==> src/rtl/tmon_pkg.sv <==
package tmon_pkg;
    localparam int LOCK_W       = 3;
    localparam int LK_CFG_SOFT  = 0;
    localparam int LK_CFG_HARD  = 1;
    localparam int LK_FAIL_HARD = 2;
    typedef logic [LOCK_W-1:0] lock_vec_t;
endpackage

==> src/rtl/tmon_cfg_regs.sv <==
module tmon_cfg_regs
    import tmon_pkg::*;
#(
    parameter int N_SRC = 9
) (
    input  logic             clk,
    input  logic             rst_bat_n,
    input  logic             sys_rst,
    input  logic             cfg_we,
    input  logic [N_SRC-1:0] cfg_wdata,
    input  logic             lock_we,
    input  lock_vec_t        lock_wdata,
    output logic [N_SRC-1:0] en_o,
    output lock_vec_t        lock_o
);
    typedef struct packed {
        logic [N_SRC-1:0] en;
        lock_vec_t        lock;
    } cfg_st_t;

    cfg_st_t st_d, st_q;
    logic    cfg_blocked;

    always_comb begin
        st_d        = st_q;
        cfg_blocked = st_q.lock[LK_CFG_SOFT] | st_q.lock[LK_CFG_HARD];
        if (sys_rst) begin
            st_d.lock[LK_CFG_SOFT] = 1'b0;
        end else begin
            if (cfg_we && !cfg_blocked) st_d.en = cfg_wdata;
            if (lock_we) st_d.lock = st_q.lock | lock_wdata;
        end
    end

    always_ff @(posedge clk or negedge rst_bat_n) begin
        if (!rst_bat_n) st_q <= '0;
        else            st_q <= st_d;
    end

    assign en_o   = st_q.en;
    assign lock_o = st_q.lock;

    // a locked configuration never changes
    assert_cfg_locked_R5: assert property (@(posedge clk) disable iff (!rst_bat_n)
        (st_q.lock[LK_CFG_SOFT] || st_q.lock[LK_CFG_HARD]) |=> $stable(st_q.en));
    // outside a system reset lock bits only rise
    assert_lock_setonly_R6: assert property (@(posedge clk) disable iff (!rst_bat_n)
        !sys_rst |=> ((st_q.lock & $past(st_q.lock)) == $past(st_q.lock)));
    // hard lock survives a system reset
    assert_hard_keep_R5: assert property (@(posedge clk) disable iff (!rst_bat_n)
        (sys_rst && st_q.lock[LK_CFG_HARD]) |=> st_q.lock[LK_CFG_HARD]);
endmodule

==> src/rtl/tmon_det_latch.sv <==
module tmon_det_latch #(
    parameter int N_SRC = 9
) (
    input  logic             clk,
    input  logic             rst_bat_n,
    input  logic             sys_rst,
    input  logic [N_SRC-1:0] event_i,
    input  logic [N_SRC-1:0] en_i,
    input  logic             clr_we,
    input  logic [N_SRC-1:0] clr_det,
    output logic [N_SRC-1:0] det_o,
    output logic             hit_o
);
    typedef struct packed {
        logic [N_SRC-1:0] det;
    } det_st_t;

    det_st_t          st_d, st_q;
    logic [N_SRC-1:0] set_v, clr_v;

    for (genvar i = 0; i < N_SRC; i++) begin : g_src
        assign set_v[i] = event_i[i] & en_i[i];
        assign clr_v[i] = clr_we & !sys_rst & clr_det[i] & !en_i[i];
    end

    always_comb begin
        st_d     = st_q;
        st_d.det = (st_q.det & ~clr_v) | set_v;
    end

    always_ff @(posedge clk or negedge rst_bat_n) begin
        if (!rst_bat_n) st_q <= '0;
        else            st_q <= st_d;
    end

    assign det_o = st_q.det;
    assign hit_o = |set_v;

    // every enabled event lands in its detect bit
    assert_det_set_R2: assert property (@(posedge clk) disable iff (!rst_bat_n)
        |(event_i & en_i) |=> ((st_q.det & $past(event_i & en_i)) == $past(event_i & en_i)));
    // without a clear strobe no detect bit falls
    assert_det_sticky_R3: assert property (@(posedge clk) disable iff (!rst_bat_n)
        !clr_we |=> ((st_q.det & $past(st_q.det)) == $past(st_q.det)));
endmodule

==> src/rtl/tmon_sec_ctrl.sv <==
module tmon_sec_ctrl
    import tmon_pkg::*;
#(
    parameter int N_SRC = 9
) (
    input  logic             clk,
    input  logic             rst_bat_n,
    input  logic             rst_sys_n,
    input  logic [N_SRC-1:0] event_i,
    input  logic             cfg_we,
    input  logic [N_SRC-1:0] cfg_en_wdata,
    input  logic             lock_we,
    input  logic [2:0]       lock_wdata,
    input  logic             irq_en_we,
    input  logic             irq_en_wdata,
    input  logic             clr_we,
    input  logic [N_SRC-1:0] clr_det,
    input  logic             clr_svf,
    input  logic             clr_nvf,
    output logic [N_SRC-1:0] det_o,
    output logic [N_SRC-1:0] en_o,
    output logic [2:0]       lock_o,
    output logic             svf_o,
    output logic             nvf_o,
    output logic             irq_o,
    output logic             freeze_o
);
    typedef struct packed {
        logic svf;
        logic nvf;
        logic irq_en;
    } sec_st_t;

    sec_st_t          st_d, st_q;
    logic             sys_rst;
    logic             hit_w;
    logic [N_SRC-1:0] en_w, det_w;
    lock_vec_t        lock_w;
    logic             svf_clr_ok, nvf_clr_ok;

    assign sys_rst = !rst_sys_n;

    tmon_cfg_regs #(.N_SRC(N_SRC)) cfg_i (
        .clk        (clk),
        .rst_bat_n  (rst_bat_n),
        .sys_rst    (sys_rst),
        .cfg_we     (cfg_we),
        .cfg_wdata  (cfg_en_wdata),
        .lock_we    (lock_we),
        .lock_wdata (lock_wdata),
        .en_o       (en_w),
        .lock_o     (lock_w)
    );

    tmon_det_latch #(.N_SRC(N_SRC)) det_i (
        .clk       (clk),
        .rst_bat_n (rst_bat_n),
        .sys_rst   (sys_rst),
        .event_i   (event_i),
        .en_i      (en_w),
        .clr_we    (clr_we),
        .clr_det   (clr_det),
        .det_o     (det_w),
        .hit_o     (hit_w)
    );

    always_comb begin
        st_d       = st_q;
        svf_clr_ok = st_q.nvf && !lock_w[LK_FAIL_HARD] && (en_w == '0) && (det_w == '0);
        nvf_clr_ok = !st_q.svf;
        if (sys_rst) begin
            st_d.irq_en = 1'b0;
            if (st_q.svf && !lock_w[LK_FAIL_HARD]) st_d.nvf = 1'b1;
        end else begin
            if (irq_en_we) st_d.irq_en = irq_en_wdata;
            if (clr_we && clr_svf && svf_clr_ok) st_d.svf = 1'b0;
            if (clr_we && clr_nvf && nvf_clr_ok) st_d.nvf = 1'b0;
        end
        if (hit_w) st_d.svf = 1'b1;
    end

    always_ff @(posedge clk or negedge rst_bat_n) begin
        if (!rst_bat_n) st_q <= '{svf: 1'b0, nvf: 1'b1, irq_en: 1'b0};
        else            st_q <= st_d;
    end

    assign det_o    = det_w;
    assign en_o     = en_w;
    assign lock_o   = lock_w;
    assign svf_o    = st_q.svf;
    assign nvf_o    = st_q.nvf;
    assign irq_o    = st_q.svf & st_q.irq_en;
    assign freeze_o = st_q.svf;

    // an enabled event always raises the violation flag
    assert_svf_on_hit_R2: assert property (@(posedge clk) disable iff (!rst_bat_n)
        hit_w |=> st_q.svf);
    // the violation flag falls only after its full qualifier held
    assert_svf_clear_R9: assert property (@(posedge clk) disable iff (!rst_bat_n)
        $fell(st_q.svf) |-> ($past(st_q.nvf) && !$past(lock_w[LK_FAIL_HARD])
                             && ($past(en_w) == '0) && ($past(det_w) == '0)));
    // not-valid falls only from a non-violation state
    assert_nvf_order_R10: assert property (@(posedge clk) disable iff (!rst_bat_n)
        $fell(st_q.nvf) |-> !$past(st_q.svf));
    // a system reset leaves the interrupt low
    assert_irq_sysrst_R4: assert property (@(posedge clk) disable iff (!rst_bat_n)
        sys_rst |=> !irq_o);
    // system reset in violation without failure hard lock enters not-valid
    assert_nvf_enter_R7: assert property (@(posedge clk) disable iff (!rst_bat_n)
        (sys_rst && st_q.svf && !lock_w[LK_FAIL_HARD]) |=> st_q.nvf);
endmodule

==> config.mk <==
export PLATFORM = sky130hd
export DESIGN_NAME = tmon_sec_ctrl
export DESIGN_NICKNAME = d
export VERILOG_FILES = /design/src/rtl/tmon_pkg.sv /design/src/rtl/tmon_cfg_regs.sv /design/src/rtl/tmon_det_latch.sv /design/src/rtl/tmon_sec_ctrl.sv
export SDC_FILE = /design/constraint.sdc
export NUM_CORES = 1
export LEC_CHECK = 0
export BUFFER_PORTS_ARGS = -buffer_cell sky130_fd_sc_hd__buf_4
export CORE_UTILIZATION = 38
export DETAILED_ROUTE_END_ITERATION = 10
export PLACE_DENSITY = 0.8
export REMOVE_ABC_BUFFERS = 1
export SLEW_MARGIN = 20
export SYNTH_ARGS = -nofsm -noshare
export SYNTH_HDL_FRONTEND = slang
export SYNTH_SLANG_ARGS = --single-unit
==> constraint.sdc <==
create_clock -name clk -period 1.35 [get_ports clk]
set_input_delay 0.135 -clock clk [delete_from_list [all_inputs] [get_ports clk]]
set_output_delay 0.135 -clock clk [all_outputs]
set_load 0.02 [all_outputs]
==> flow_metrics.env <==
export IMPL_setup_slack_ps=21.03
export IMPL_yosysUniqueCellTypes=27
export IMPL_initial_core_util=0.4000
export IMPL_core_region_area_sq_um=2734
export IMPL_finClkSkew_ps=1.076
export IMPL_overflow=0
export IMPL_drtIter0Drc=28
export IMPL_chipHeight_um=55.65
export IMPL_fmax_ghz=0.7525
export IMPL_wl_per_cell_um=14.94
export IMPL_post_route_util=0.6595
export IMPL_routed_wl_um=3138
export IMPL_p_per_area_nw_per_um2=1681
export IMPL_post_route_cells_drive_above_1_share=0.5587
export IMPL_antenna_left=0
export IMPL_tightest_slew_ps=312.6
export IMPL_layout_commonest_cell="buf_4"
export IMPL_dieArea_sq_um=3096
export IMPL_routed_via_density=5.110
export IMPL_setup_tns_ps=0
export IMPL_setup_viol=0
export IMPL_maxSlewViolCount=0
export IMPL_insertion_delay_ps=310
export IMPL_maxCapViolCount=0
export IMPL_clock_path_buffers=2
export IMPL_ir_drop_mv=1.214
export IMPL_synth_cells=99
export IMPL_setup_worst_path_class="input port to register"
export IMPL_io_pins=65
export IMPL_hold_path_class="input port to register"
export IMPL_slew_headroom=0.7916
export IMPL_yosysWarningCount=0
export IMPL_grt_pass1_vias=1064
export IMPL_first_pass_iters=6
export IMPL_ys_flop_type="dfrtp_1"
export IMPL_holdWs_ps=38.56
export IMPL_cts_root_buf="clkbuf_4"
export IMPL_hold_viol=0
export IMPL_worst_setup_path_end_kind="register"
export IMPL_syn_area_sq_um=1094
export IMPL_path_max_fanout=9
export IMPL_status="complete, no violations"
export IMPL_routabilityCongestion=0.7830
export IMPL_grt_max_degree=25
export IMPL_r2r_end="freeze_o$_DFFE_PN0P_"
export IMPL_yosysSeqAreaShare=0.5503
export IMPL_dp_cells=198
export IMPL_nets=220
export IMPL_critPathLaunchType="input port"
export IMPL_rr_worst_depth=4
export IMPL_synth_seq_cells=24
export IMPL_htreeDepth=1
export IMPL_synth_async_reset_ratio=1.000
export IMPL_leakage_nw=0.8776
export IMPL_place_area_sq_um=1648
export IMPL_route_detailed_drc=0
export IMPL_fin_total_pwr_mw=3.030
export IMPL_clk_pin_slew_worst_paths_ps=130
export IMPL_grt_pass1_wl_um=5023
export IMPL_via_count=1073
export IMPL_holdCritStartpoint="cfg_en_wdata[6]"
export IMPL_cp_startpoint="rst_sys_n"
export IMPL_dp_slack_ps=22.35
export IMPL_hpwl_um=2338
export IMPL_postSynthAreaPerCell_sq_um=11.05
export IMPL_std_cell_rows=19
export IMPL_cts_inserted_buffers=3
export IMPL_instances_no_fill=210
export IMPL_synth_edf_count=0
export IMPL_die_w_um=55.65
export IMPL_fin_crit_sh=0.9844
export IMPL_area_delta_synth_final_pct=64.87
export IMPL_antenna_found_initial=0
export IMPL_cts_tree="built"
export IMPL_min_period_ps=1329
export IMPL_rrSetupSlack_ps=40
export IMPL_final_cell_mix="75 x buf_4, 23 x dfrtp_1, 16 x nor2_1"
export IMPL_worstHoldEndpoint="cfg_i.en_o[6]$_DFFE_PN0P_"
export IMPL_cts_sinks=24
export IMPL_crit_required_ps=1570
export IMPL_r2r_start="det_i.det_o[5]$_DFF_PN0_"
export IMPL_grt_usage=0.2081
export IMPL_fin_area_sq_um=1803
export IMPL_io_buffers=64
export IMPL_holdPathStages=2
export IMPL_cp_arrival_ps=1550
export IMPL_antenna_cells=0
worst max-delay path by stage:
stage,end,slack (ps)
2_1_floorplan,cfg_i.en_o[0]$_DFFE_PN0P_,-60
3_3_place_gp,freeze_o$_DFFE_PN0P_,50
3_5_place_dp,freeze_o$_DFFE_PN0P_,20
4_1_cts,freeze_o$_DFFE_PN0P_,4
5_1_grt,freeze_o$_DFFE_PN0P_,-70
6_report,cfg_i.en_o[8]$_DFFE_PN0P_,20
repair_timing:
| action | 4_1_cts | 5_1_grt |
|---|---|---|
| setup endpoints to repair | 1 | 9 |
| pin swaps | 0 | 8 |
| hold buffers | 2 | 0 |
| buffers inserted | 0 | 6 |
| resized for setup | 2 | 4 |
| endpoints found under the hold margin | 25 | 0 |
per-layer routing:
metal	wire length, um	global-route usage	vias up
met5	0	0	-
met2	1710	0.3735	41
met1	1223	0.2531	513
li1	-	-	513
met4	57	0.07500	0
met3	146	0.03023	6
state kept, by name (all words and copies together) (netlist names):
| name | flops |
|---|---|
| nvf_o | 1 |
| cfg_i.lock_o | 3 |
| det_i.det_o | 9 |
| cfg_i.en_o | 9 |
| st_q | 1 |
| freeze_o | 1 |
power by group:
part | switching [mW] | leakage, nW | internal (mW)
registers | 0.246 | 0.275 | 0.936
clock network | 0.220 | 0.0279 | 0.300
logic | 0.634 | 0.574 | 0.695
total | 1.10 | 0.878 | 1.93
final cells by class:
type                            instances  area (sq um)
Clock buffer                            3         22.52
Inverter                                1         3.754
Tap cell                               31         38.79
Multi-Input combinational cell         71         491.7
Sequential cell                        24         601.8
Fill cell                             212         930.9
Clock inverter                          1         30.03
Timing Repair Buffer                   79         614.3
cell families after synthesis:
group	after synthesis	synth area share
AO/OA/AOI/OAI	19	0.1144
multiplexers	10	0.1018
flip-flops	24	0.5503
AND/OR/NAND/NOR	42	0.2025
buffers and inverters	4	0.03088
critical path, stage by stage:
cell and delay [ps]:
dlygate4sd3_1 570, buf_6 130, and4bb_1 240, buf_12 140, mux2_2 330
synth_stat cells, types with 2 or more instances:
master / n / share of area
nand2_1: 12 / 0.041
mux2_2: 9 / 0.093
dfrtp_1: 23 / 0.53
nor2b_1: 2 / 0.011
buf_4: 2 / 0.014
nor2_1: 16 / 0.055
nor4_1: 4 / 0.023
a21oi_1: 11 / 0.050
a22o_1: 2 / 0.016
Power figures use the tool's default switching activity.
